**config.mk**
```make
export PLATFORM = sky130hd
export DESIGN_NAME = vsync_frame_lock
export DESIGN_NICKNAME = d
export VERILOG_FILES = /design/src/rtl/vsync_pkg.sv /design/src/rtl/vsync_code_detect.sv /design/src/rtl/vsync_field_edge.sv /design/src/rtl/vsync_line_track.sv /design/src/rtl/vsync_frame_lock.sv
export SDC_FILE = /design/constraint.sdc
export NUM_CORES = 1
export LEC_CHECK = 0
export ABC_AREA = 1
export BUFFER_PORTS_ARGS = -buffer_cell sky130_fd_sc_hd__buf_2
export CORE_UTILIZATION = 50
export CTS_BUF_LIST = sky130_fd_sc_hd__clkbuf_8
export DETAILED_ROUTE_END_ITERATION = 8
export GPL_TIMING_DRIVEN = 0
export PLACE_DENSITY = 0.72
export SETUP_SLACK_MARGIN = 0.2
export SYNTH_ARGS = -nofsm -noshare
export SYNTH_HDL_FRONTEND = slang
export SYNTH_SLANG_ARGS = --single-unit
```
**constraint.sdc**
```tcl
create_clock -name clk -period 1.84 [get_ports clk]
set_input_delay 0.092 -clock clk [delete_from_list [all_inputs] [get_ports clk]]
set_output_delay 0.092 -clock clk [all_outputs]
set_load 0.02 [all_outputs]
```
**src/rtl/vsync_pkg.sv**
```systemverilog
package vsync_pkg;
    localparam logic [7:0] SYNC_ONES  = 8'hFF;
    localparam logic [7:0] SYNC_ZEROS = 8'h00;

    typedef struct packed {
        logic hit;   // XY byte of a reference code seen this cycle
        logic eav;   // code is end-of-active-video
        logic fld;   // field flag carried by the code
    } ref_code_t;
endpackage

```
**src/rtl/vsync_code_detect.sv**
```systemverilog
module vsync_code_detect
    import vsync_pkg::*;
(
    input  logic       clk,
    input  logic       rst_n,
    input  logic       clear,
    input  logic [7:0] byte_in,
    output ref_code_t  code
);
    typedef struct packed {
        logic [2:0][7:0] hist;
    } det_state_t;

    det_state_t st_d, st_q;

    always_comb begin
        st_d = st_q;
        if (clear) begin
            st_d.hist = '0;
        end else begin
            st_d.hist[2] = st_q.hist[1];
            st_d.hist[1] = st_q.hist[0];
            st_d.hist[0] = byte_in;
        end
        code.hit = !clear && byte_in[7]
                   && (st_q.hist[2] == SYNC_ONES)
                   && (st_q.hist[1] == SYNC_ZEROS)
                   && (st_q.hist[0] == SYNC_ZEROS);
        code.eav = byte_in[4];
        code.fld = byte_in[6];
    end

    always_ff @(posedge clk or negedge rst_n) begin
        if (!rst_n) st_q <= '0;
        else        st_q <= st_d;
    end
endmodule

```
**src/rtl/vsync_field_edge.sv**
```systemverilog
module vsync_field_edge
    import vsync_pkg::*;
(
    input  logic      clk,
    input  logic      rst_n,
    input  logic      clear,
    input  ref_code_t code,
    output logic      fall
);
    typedef struct packed {
        logic known;
        logic last;
    } fld_state_t;

    fld_state_t st_d, st_q;
    logic       eav_hit;

    always_comb begin
        st_d    = st_q;
        eav_hit = code.hit && code.eav;
        fall    = eav_hit && st_q.known && st_q.last && !code.fld;
        if (clear) begin
            st_d = '0;
        end else if (eav_hit) begin
            st_d.known = 1'b1;
            st_d.last  = code.fld;
        end
    end

    always_ff @(posedge clk or negedge rst_n) begin
        if (!rst_n) st_q <= '0;
        else        st_q <= st_d;
    end
endmodule

```
**src/rtl/vsync_line_track.sv**
```systemverilog
module vsync_line_track #(
    parameter int LINE_W = 10
) (
    input  logic              clk,
    input  logic              rst_n,
    input  logic              clear,
    input  logic              restart,
    input  logic              step,
    input  logic [LINE_W-1:0] limit,
    output logic [LINE_W-1:0] line
);
    localparam logic [LINE_W-1:0] ONE = LINE_W'(1);

    logic [LINE_W-1:0] line_d, line_q;

    always_comb begin
        line_d = line_q;
        if (clear || restart) begin
            line_d = '0;
        end else if (step) begin
            if (line_q == limit - ONE) line_d = '0;
            else                       line_d = line_q + ONE;
        end
    end

    always_ff @(posedge clk or negedge rst_n) begin
        if (!rst_n) line_q <= '0;
        else        line_q <= line_d;
    end

    assign line = line_q;
endmodule

```
**src/rtl/vsync_frame_lock.sv**
```systemverilog
module vsync_frame_lock
    import vsync_pkg::*;
#(
    parameter int LINE_W = 10
) (
    input  logic              clk,
    input  logic              rst_n,
    input  logic              enable,
    input  logic [LINE_W-1:0] lines_per_frame,
    input  logic [7:0]        rx_byte,
    output logic              locked,
    output logic              out_valid,
    output logic [7:0]        out_byte,
    output logic              out_frame_start,
    output logic [LINE_W-1:0] out_line
);
    typedef struct packed {
        logic              locked;
        logic              first;
        logic              valid;
        logic [7:0]        data;
        logic              start;
        logic [LINE_W-1:0] line;
    } top_state_t;

    top_state_t        st_d, st_q;
    ref_code_t         code;
    logic              clear;
    logic              fall;
    logic              step;
    logic [LINE_W-1:0] line_now;

    assign clear = !enable;
    assign step  = st_q.locked && code.hit && code.eav;

    vsync_code_detect u_detect (
        .clk     (clk),
        .rst_n   (rst_n),
        .clear   (clear),
        .byte_in (rx_byte),
        .code    (code)
    );

    vsync_field_edge u_edge (
        .clk   (clk),
        .rst_n (rst_n),
        .clear (clear),
        .code  (code),
        .fall  (fall)
    );

    vsync_line_track #(.LINE_W(LINE_W)) u_lines (
        .clk     (clk),
        .rst_n   (rst_n),
        .clear   (clear),
        .restart (fall),
        .step    (step),
        .limit   (lines_per_frame),
        .line    (line_now)
    );

    always_comb begin
        st_d       = st_q;
        st_d.valid = enable && st_q.locked;
        st_d.start = enable && st_q.locked && st_q.first;
        st_d.data  = rx_byte;
        st_d.line  = line_now;
        st_d.first = fall;
        if (clear)     st_d.locked = 1'b0;
        else if (fall) st_d.locked = 1'b1;
    end

    always_ff @(posedge clk or negedge rst_n) begin
        if (!rst_n) st_q <= '0;
        else        st_q <= st_d;
    end

    assign locked          = st_q.locked;
    assign out_valid       = st_q.valid;
    assign out_byte        = st_q.data;
    assign out_frame_start = st_q.start;
    assign out_line        = st_q.line;
endmodule

```
==> summary.txt, run 1 <==
Timing
  • Clock Skews: 5.35 ps
  • Final setup viols: 0
  • Setup TNS: 0 ps
  • Final hold violations: 0
  • Worst Tran Pin Value: 693 ps
  • RSZ-0062 raised after global routing: true
  • Final Critical Period: 1600 ps
  • Slew HR: 53.8%
  • Fmax achieved: 626 MHz
  • Final critical-path share of the clock period: 86.9%
  • Max-slew violation count: 0

Finish
  • ANT cells: 0
  • Finished Layout Cells: 430
  • Ratio of cells with drive above 1 in the final layout: 29.7%
  • Area Growth Syn to Fin: 24.7%
  • Final nets: 380
  • # fillers: 423
  • Design area: 3360 um2
  • Most common cell after layout, fill and taps aside: nand2_1
  • Commonest non-fill, non-tap cells in the layout: nand2_1 (72), dfrtp_1 (58), inv_1 (40), buf_2 (40)

Global routing
  • Met1 GRT Util: 25.8%
  • First-pass GRT wire length: 8.00 mm
  • Met2 usage: 29.0%
  • Antenna violations before repair: 0
  • Most Crowded Layer GR: met2
  • GR Util met3: 5.95%
  • Largest net degree at the start of global routing: 59
  • Vias in the first global route: 1810
  • Grt total ovfl: 0
  • GRT Overall Usage: 19.8%

Pwr
  • Pwr per Cell Area: 855 nW/um2
  • Peak supply drop: 0.688 mV
  • Leakage: 1.95 nW

Placement
  • Area post-placement: 2990 um2
  • Port bufs: 41
  • Gpl congestion: 0.765
  • Placed cells: 403
  • Post-DP HPWL: 3.33 mm

Clock network
  • TritonCTS Buffers: 9
  • CTS Buffer Depth: 2
  • Clk Latency, worst-skew pair: 340 ps
  • Clk slew on worst S/H paths: 60 ps
  • CTS Sinks: 58
  • CTS tree: done
  • Root Buffer: clkbuf_8
  • # H-tree levels: 3

Floorplanning
  • Io pins: 42
  • Die height: 75.4 um
  • Row count: 26
  • Die ar.: 5690 um2
  • Die W: 75.4 um
  • Initial Util: 52.4%
  • Core ar.: 5140 um2

Setup path
  • R2R depth: 8
  • Worst EP required: 2060 ps
  • R2R setup slack: 240 ps
  • Worst reg2reg endpoint: u_lines.line[9]
  • RR Startpoint: u_detect.st_q[8]
  • CP Capture Type: register
  • Critical Path Source: u_detect.st_q[8]
  • CP startpoint kind: register
  • Critical path peak fanout: 5
  • Arrival @ worst endpoint: 1820 ps
  • Crit path kind: register to register

Status
  • Status: completed

Logic synthesis
  • Cells after Synth: 292
  • Avg Inst Size Synth: 9.23 um2
  • Yosys warnings: 0
  • Distinct cells, synth: 31
  • Post-Synthesis Cell Area: 2700 um2
  • Synthesized flop and latch total: 58
  • Syn Nets: 315
  • Sequential area share after synthesis: 53.9%

Drt
  • Detailed Route WL: 4.82 mm
  • Initial DRC Count: 119
  • WL per Instance: 11.2 um
  • Via density: 4.64
  • Vias: 1996
  • DRC viols: 0
  • Final ANT Viol Nets: 0
  • Drt pass-1 iters: 4

Hold path
  • Worst hold path type: input pin to asynchronous set/reset pin

Job
  • Number of max-cap violations: 0
==> sequential cells by signal, summed over array words and instances (netlist names) <==
| name | cells |
|---|---|
| locked | 1 |
| out_byte | 8 |
| out_frame_start | 1 |
| out_line | 10 |
| out_valid | 1 |
| st_q | 1 |
| u_detect.st_q | 24 |
| u_edge.st_q | 2 |
| u_lines.line | 10 |
==> critical path, cell delays in order (launching register included) <==
cell	delay (ps)
dfrtp_1	390
nor3b_2	180
nand3b_1	170
nor2_4	220
nand2_4	80
nand3_4	130
clkinvlp_4	170
nand2_1	90
nand2_1	50
==> power by group <==
part / internal [W] / switching (W) / total, W
Sequential: 0.00132 / 0.0000277 / 0.00135
Combinational: 0.000118 / 0.000167 / 0.000285
Clock: 0.000776 / 0.000461 / 0.00124
==> layout make-up <==
| type | instances | area, um2 | share of cell area [%] |
|---|---|---|---|
| plain buffers | 23 | 173 | 5.14 |
| clock buffers | 10 | 138 | 4.10 |
| clock inverters | 4 | 68.8 | 2.05 |
| inverters | 46 | 176 | 5.25 |
| multi-input cells | 165 | 935 | 27.8 |
| flip-flops and latches | 58 | 1450 | 43.2 |
| well taps | 70 | 87.6 | 2.61 |
| repair buffers | 53 | 323 | 9.61 |
| repair inverters | 1 | 7.51 | 0.223 |
==> how the worst max path moves through the flow <==
stage / to / slack [ps] / cells past startpoint
floorplan: u_lines.line[0] / 470 / 8
global placement: u_lines.line[9] / 250 / 11
detailed placement: u_lines.line[7] / 180 / 11
CTS: u_lines.line[7] / 200 / 10
global route: u_lines.line[5] / 120 / 10
finish: u_lines.line[9] / 240 / 8
==> synth_stat cells <==
cell type | n | area [um2]
and2_1 | 1 | 6.26
and3_1 | 1 | 6.26
buf_1 | 2 | 7.51
buf_4 | 18 | 135
buf_6 | 2 | 22.5
clkbuf_1 | 1 | 3.75
clkinv_1 | 1 | 3.75
dfrtp_1 | 58 | 1450
ha_1 | 2 | 25.0
inv_1 | 40 | 150
inv_2 | 5 | 18.8
nand2_1 | 76 | 285
nand2_2 | 4 | 25.0
nand2_4 | 1 | 11.3
nand3_1 | 10 | 50.1
nand3_2 | 2 | 20.0
nand3_4 | 1 | 17.5
nand3b_1 | 2 | 15.0
nand4_1 | 13 | 81.3
nor2_1 | 21 | 78.8
nor2_2 | 4 | 25.0
nor2_4 | 4 | 45.0
nor3_4 | 1 | 16.3
nor3b_1 | 1 | 7.51
o21a_1 | 1 | 7.51
o21ai_0 | 1 | 5.00
o21ai_1 | 2 | 10.0
xnor2_1 | 5 | 43.8
xnor2_2 | 1 | 16.3
xor2_1 | 10 | 87.6
xor2_2 | 1 | 16.3
==> logic make-up after synthesis <==
kind of cell             after synthesis  share of synthesized area (%)
AND/OR/NAND/NOR                      142                           25.6
AO/OA/AOI/OAI                          4                          0.836
XOR/XNOR                              17                           6.08
flip-flops                            58                           53.9
buffers and inverters                 69                           12.7
adder cells (fa/ha/maj)                2                          0.928
==> metrics by stage <==
stage	utilization (%)	hold WS, ps	total power, W	setup slack, ps
after floorplan	-	-204	0.00153	473
after global placement	58.1	214	0.00163	249
after detailed placement	58.1	215	0.00164	181
after CTS	63.9	51.6	0.00289	205
after global routing	65.4	405	0.00300	121
final	65.4	345	0.00287	242
==> metal layers <==
layer  vias to the layer above  wire length [um]  share of wire (%)
li1                        993                 -                  -
met1                       949              2220                 46
met2                        42              2260                 47
met3                        12               223                4.6
met4                         0               114                2.4
met5                         -                 0                  0
==> repair_timing <==
| item | 4_1_cts | 5_1_grt |
|---|---|---|
| gates resized for setup | 0 | 11 |
| buffers inserted | 0 | 2 |
| endpoints found under the hold margin | 16 | 58 |
| endpoints found under the setup margin | 0 | 10 |
| hold buffers | 9 | 1 |
No activity file was read; power rests on OpenSTA's default activity.
==> run 2: changes to the inputs <==
Settings changed: CORE_MARGIN set to 5.
==> run 2 against run 1 <==
- via count increased by 0.60%
- fmax down 2.7%
- largest cell class unchanged
- critical path type is now input pin to register
- final cell count grew 1.2%
- register-to-register slack got worse by 20 ps
==> summary.txt, run 2 (synthesis gave the netlist of run 1 again) <==
Drt
  • Initial DRC Count: 78
  • Drt pass-1 iters: 5
  • WL per Instance: 11.9 um
  • DRC viols: 0
  • Detailed Route WL: 5.19 mm
  • Via density: 4.62
  • Final ANT Viol Nets: 0
  • Vias: 2008

Finish
  • Area Growth Syn to Fin: 26.2%
  • Ratio of cells with drive above 1 in the final layout: 31.5%
  • Commonest non-fill, non-tap cells in the layout: nand2_1 (71), dfrtp_1 (57), inv_1 (40), buf_2 (40), buf_4 (24)
  • Core Util, Final: 65.7%
  • Finished Layout Cells: 435
  • Max FFs per register: 24
  • Final nets: 383
  • Most common cell after layout, fill and taps aside: nand2_1
  • Top reg by flops: u_detect.st_q
  • ANT cells: 0

Clock network
  • TritonCTS Buffers: 9
  • # H-tree levels: 3
  • CTS tree: done
  • Clk slew on worst S/H paths: 60 ps
  • Clk Latency, worst-skew pair: 320 ps
  • Root Buffer: clkbuf_8
  • CTS Sinks: 58
  • CTS Buffer Depth: 2

Global routing
  • Met2 usage: 25.1%
  • First-pass GRT wire length: 8.69 mm
  • Grt total ovfl: 0
  • Vias in the first global route: 1982
  • Largest net degree at the start of global routing: 59
  • GRT Overall Usage: 15.6%
  • Antenna violations before repair: 0
  • Most Crowded Layer GR: met2
  • GR Util met3: 3.96%
  • Met1 GRT Util: 18.9%

Pwr
  • Peak supply drop: 0.594 mV
  • Leakage: 1.96 nW
  • Power, Total: 0.00291 W
  • Pwr per Cell Area: 857 nW/um2

Setup path
  • Worst path cell trace: dlygate4sd3_1, buf_2, nand2_1, nor2_1, nand3b_1, nor2_4, nand2_4, nand3_4, clkinvlp_4, nand2_1, nand2_1
  • Critical path peak fanout: 5
  • CP Buf/Inv Count: 3
  • Critical Path Source: rx_byte[4]
  • CP delay by family, top: simple AND/OR/NAND/NOR gates
  • Worst reg2reg endpoint: u_lines.line[8]
  • CP Capture Type: register
  • RR Startpoint: u_detect.st_q[13]
  • Arrival @ worst endpoint: 1860 ps
  • Worst EP required: 2050 ps
  • CP startpoint kind: input pin
  • R2R depth: 10
  • Critical Path End: u_lines.line[8]
  • Critical path depth: 11
  • Slowest cell on the critical path: dlygate4sd3_1
  • CP dominant cell by count: nand2_1
  • Crit path kind: input pin to register
  • Slowest stage delay, CP: 520 ps
  • R2R setup slack: 220 ps

Timing
  • RSZ-0062 raised after global routing: true
  • Clock Skews: 4.96 ps
  • Final critical-path share of the clock period: 89.2%
  • Final hold violations: 0
  • Slew HR: 54.1%
  • Final Critical Period: 1640 ps
  • Fmax achieved: 609 MHz
  • Max-slew violation count: 0
  • Worst Tran Pin Value: 689 ps
  • Final setup viols: 0
  • Setup TNS: 0 ps

Floorplanning
  • Die height: 83.4 um
  • Initial Util: 52.1%
  • Core ar.: 5170 um2
  • Row count: 26
  • Io pins: 42
  • Die W: 83.4 um
  • Die ar.: 6960 um2

Placement
  • Placed cells: 403
  • Port bufs: 41
  • Gpl congestion: 0.819
  • Post-DP HPWL: 3.45 mm

Status
  • Status: completed

Hold path
  • Worst hold path type: input pin to asynchronous set/reset pin

Job
  • Number of max-cap violations: 0
==> run 2: cell types whose count changed in the layout (fill, tap and decap cells not counted) <==
| cell | change |
|---|---|
| buf_4 | +3 |
| clkinv_2 | +1 |
| clkinvlp_4 | +1 |
| dfrtp_1 | -1 |
| dfrtp_2 | +1 |
| nand2_1 | -1 |
| nand2_2 | +1 |
| nor2_1 | -1 |
| nor2_2 | +1 |
==> run 2: worst min path at each step <==
stage	to	cells past startpoint	slack [ps]
after CTS	out_byte[3]	1	60
final	out_byte[3]	2	350
after global placement	out_byte[1]	1	210
after global routing	u_edge.st_q[1]	2	420
after floorplan	locked	0	-200
after detailed placement	out_byte[1]	1	220
==> run 2: power by group <==
part	switching (W)	internal [W]	total [W]
logic	0.000170	0.000119	0.000290
registers	0.0000277	0.00132	0.00135
clock network	0.000487	0.000789	0.00128
==> run 2: final cells by class <==
cell class	instances	area, um2
sequential	58	1450
timing repair inverter	1	7.51
clock buffer	10	138
tap	70	87.6
inverter	46	176
multi-input combinational	165	940
buffer	23	173
fill	401	1770
clock inverter	6	81.3
timing repair buffer	56	345
==> run 2: per-layer routing <==
layer / wire, um / vias to the layer above
met3: 217 / 8
met1: 2320 / 951
met2: 2580 / 44
li1: - / 1005
met4: 71 / 0
met5: 0 / -
==> run 2: what timing repair did <==
action | CTS | global route
pin swaps | 0 | 18
setup buffers | 0 | 5
endpoints found under the setup margin | 3 | 10
gates cloned | 1 | 0
hold endpoints to repair | 16 | 58
gates resized for setup | 4 | 10
hold buffers | 9 | 1
==> run 2: through the flow <==
| stage | hold WS (ps) | instance area [um2] | worst slack (ps) |
|---|---|---|---|
| 6_report | 346 | 3400 | 198 |
| 5_1_grt | 415 | 3400 | 118 |
| 4_1_cts | 61.7 | 3320 | 201 |
| 3_5_place_dp | 218 | 2990 | 196 |
| 3_3_place_gp | 214 | 2990 | 246 |
| 2_1_floorplan | -204 | 2700 | 473 |
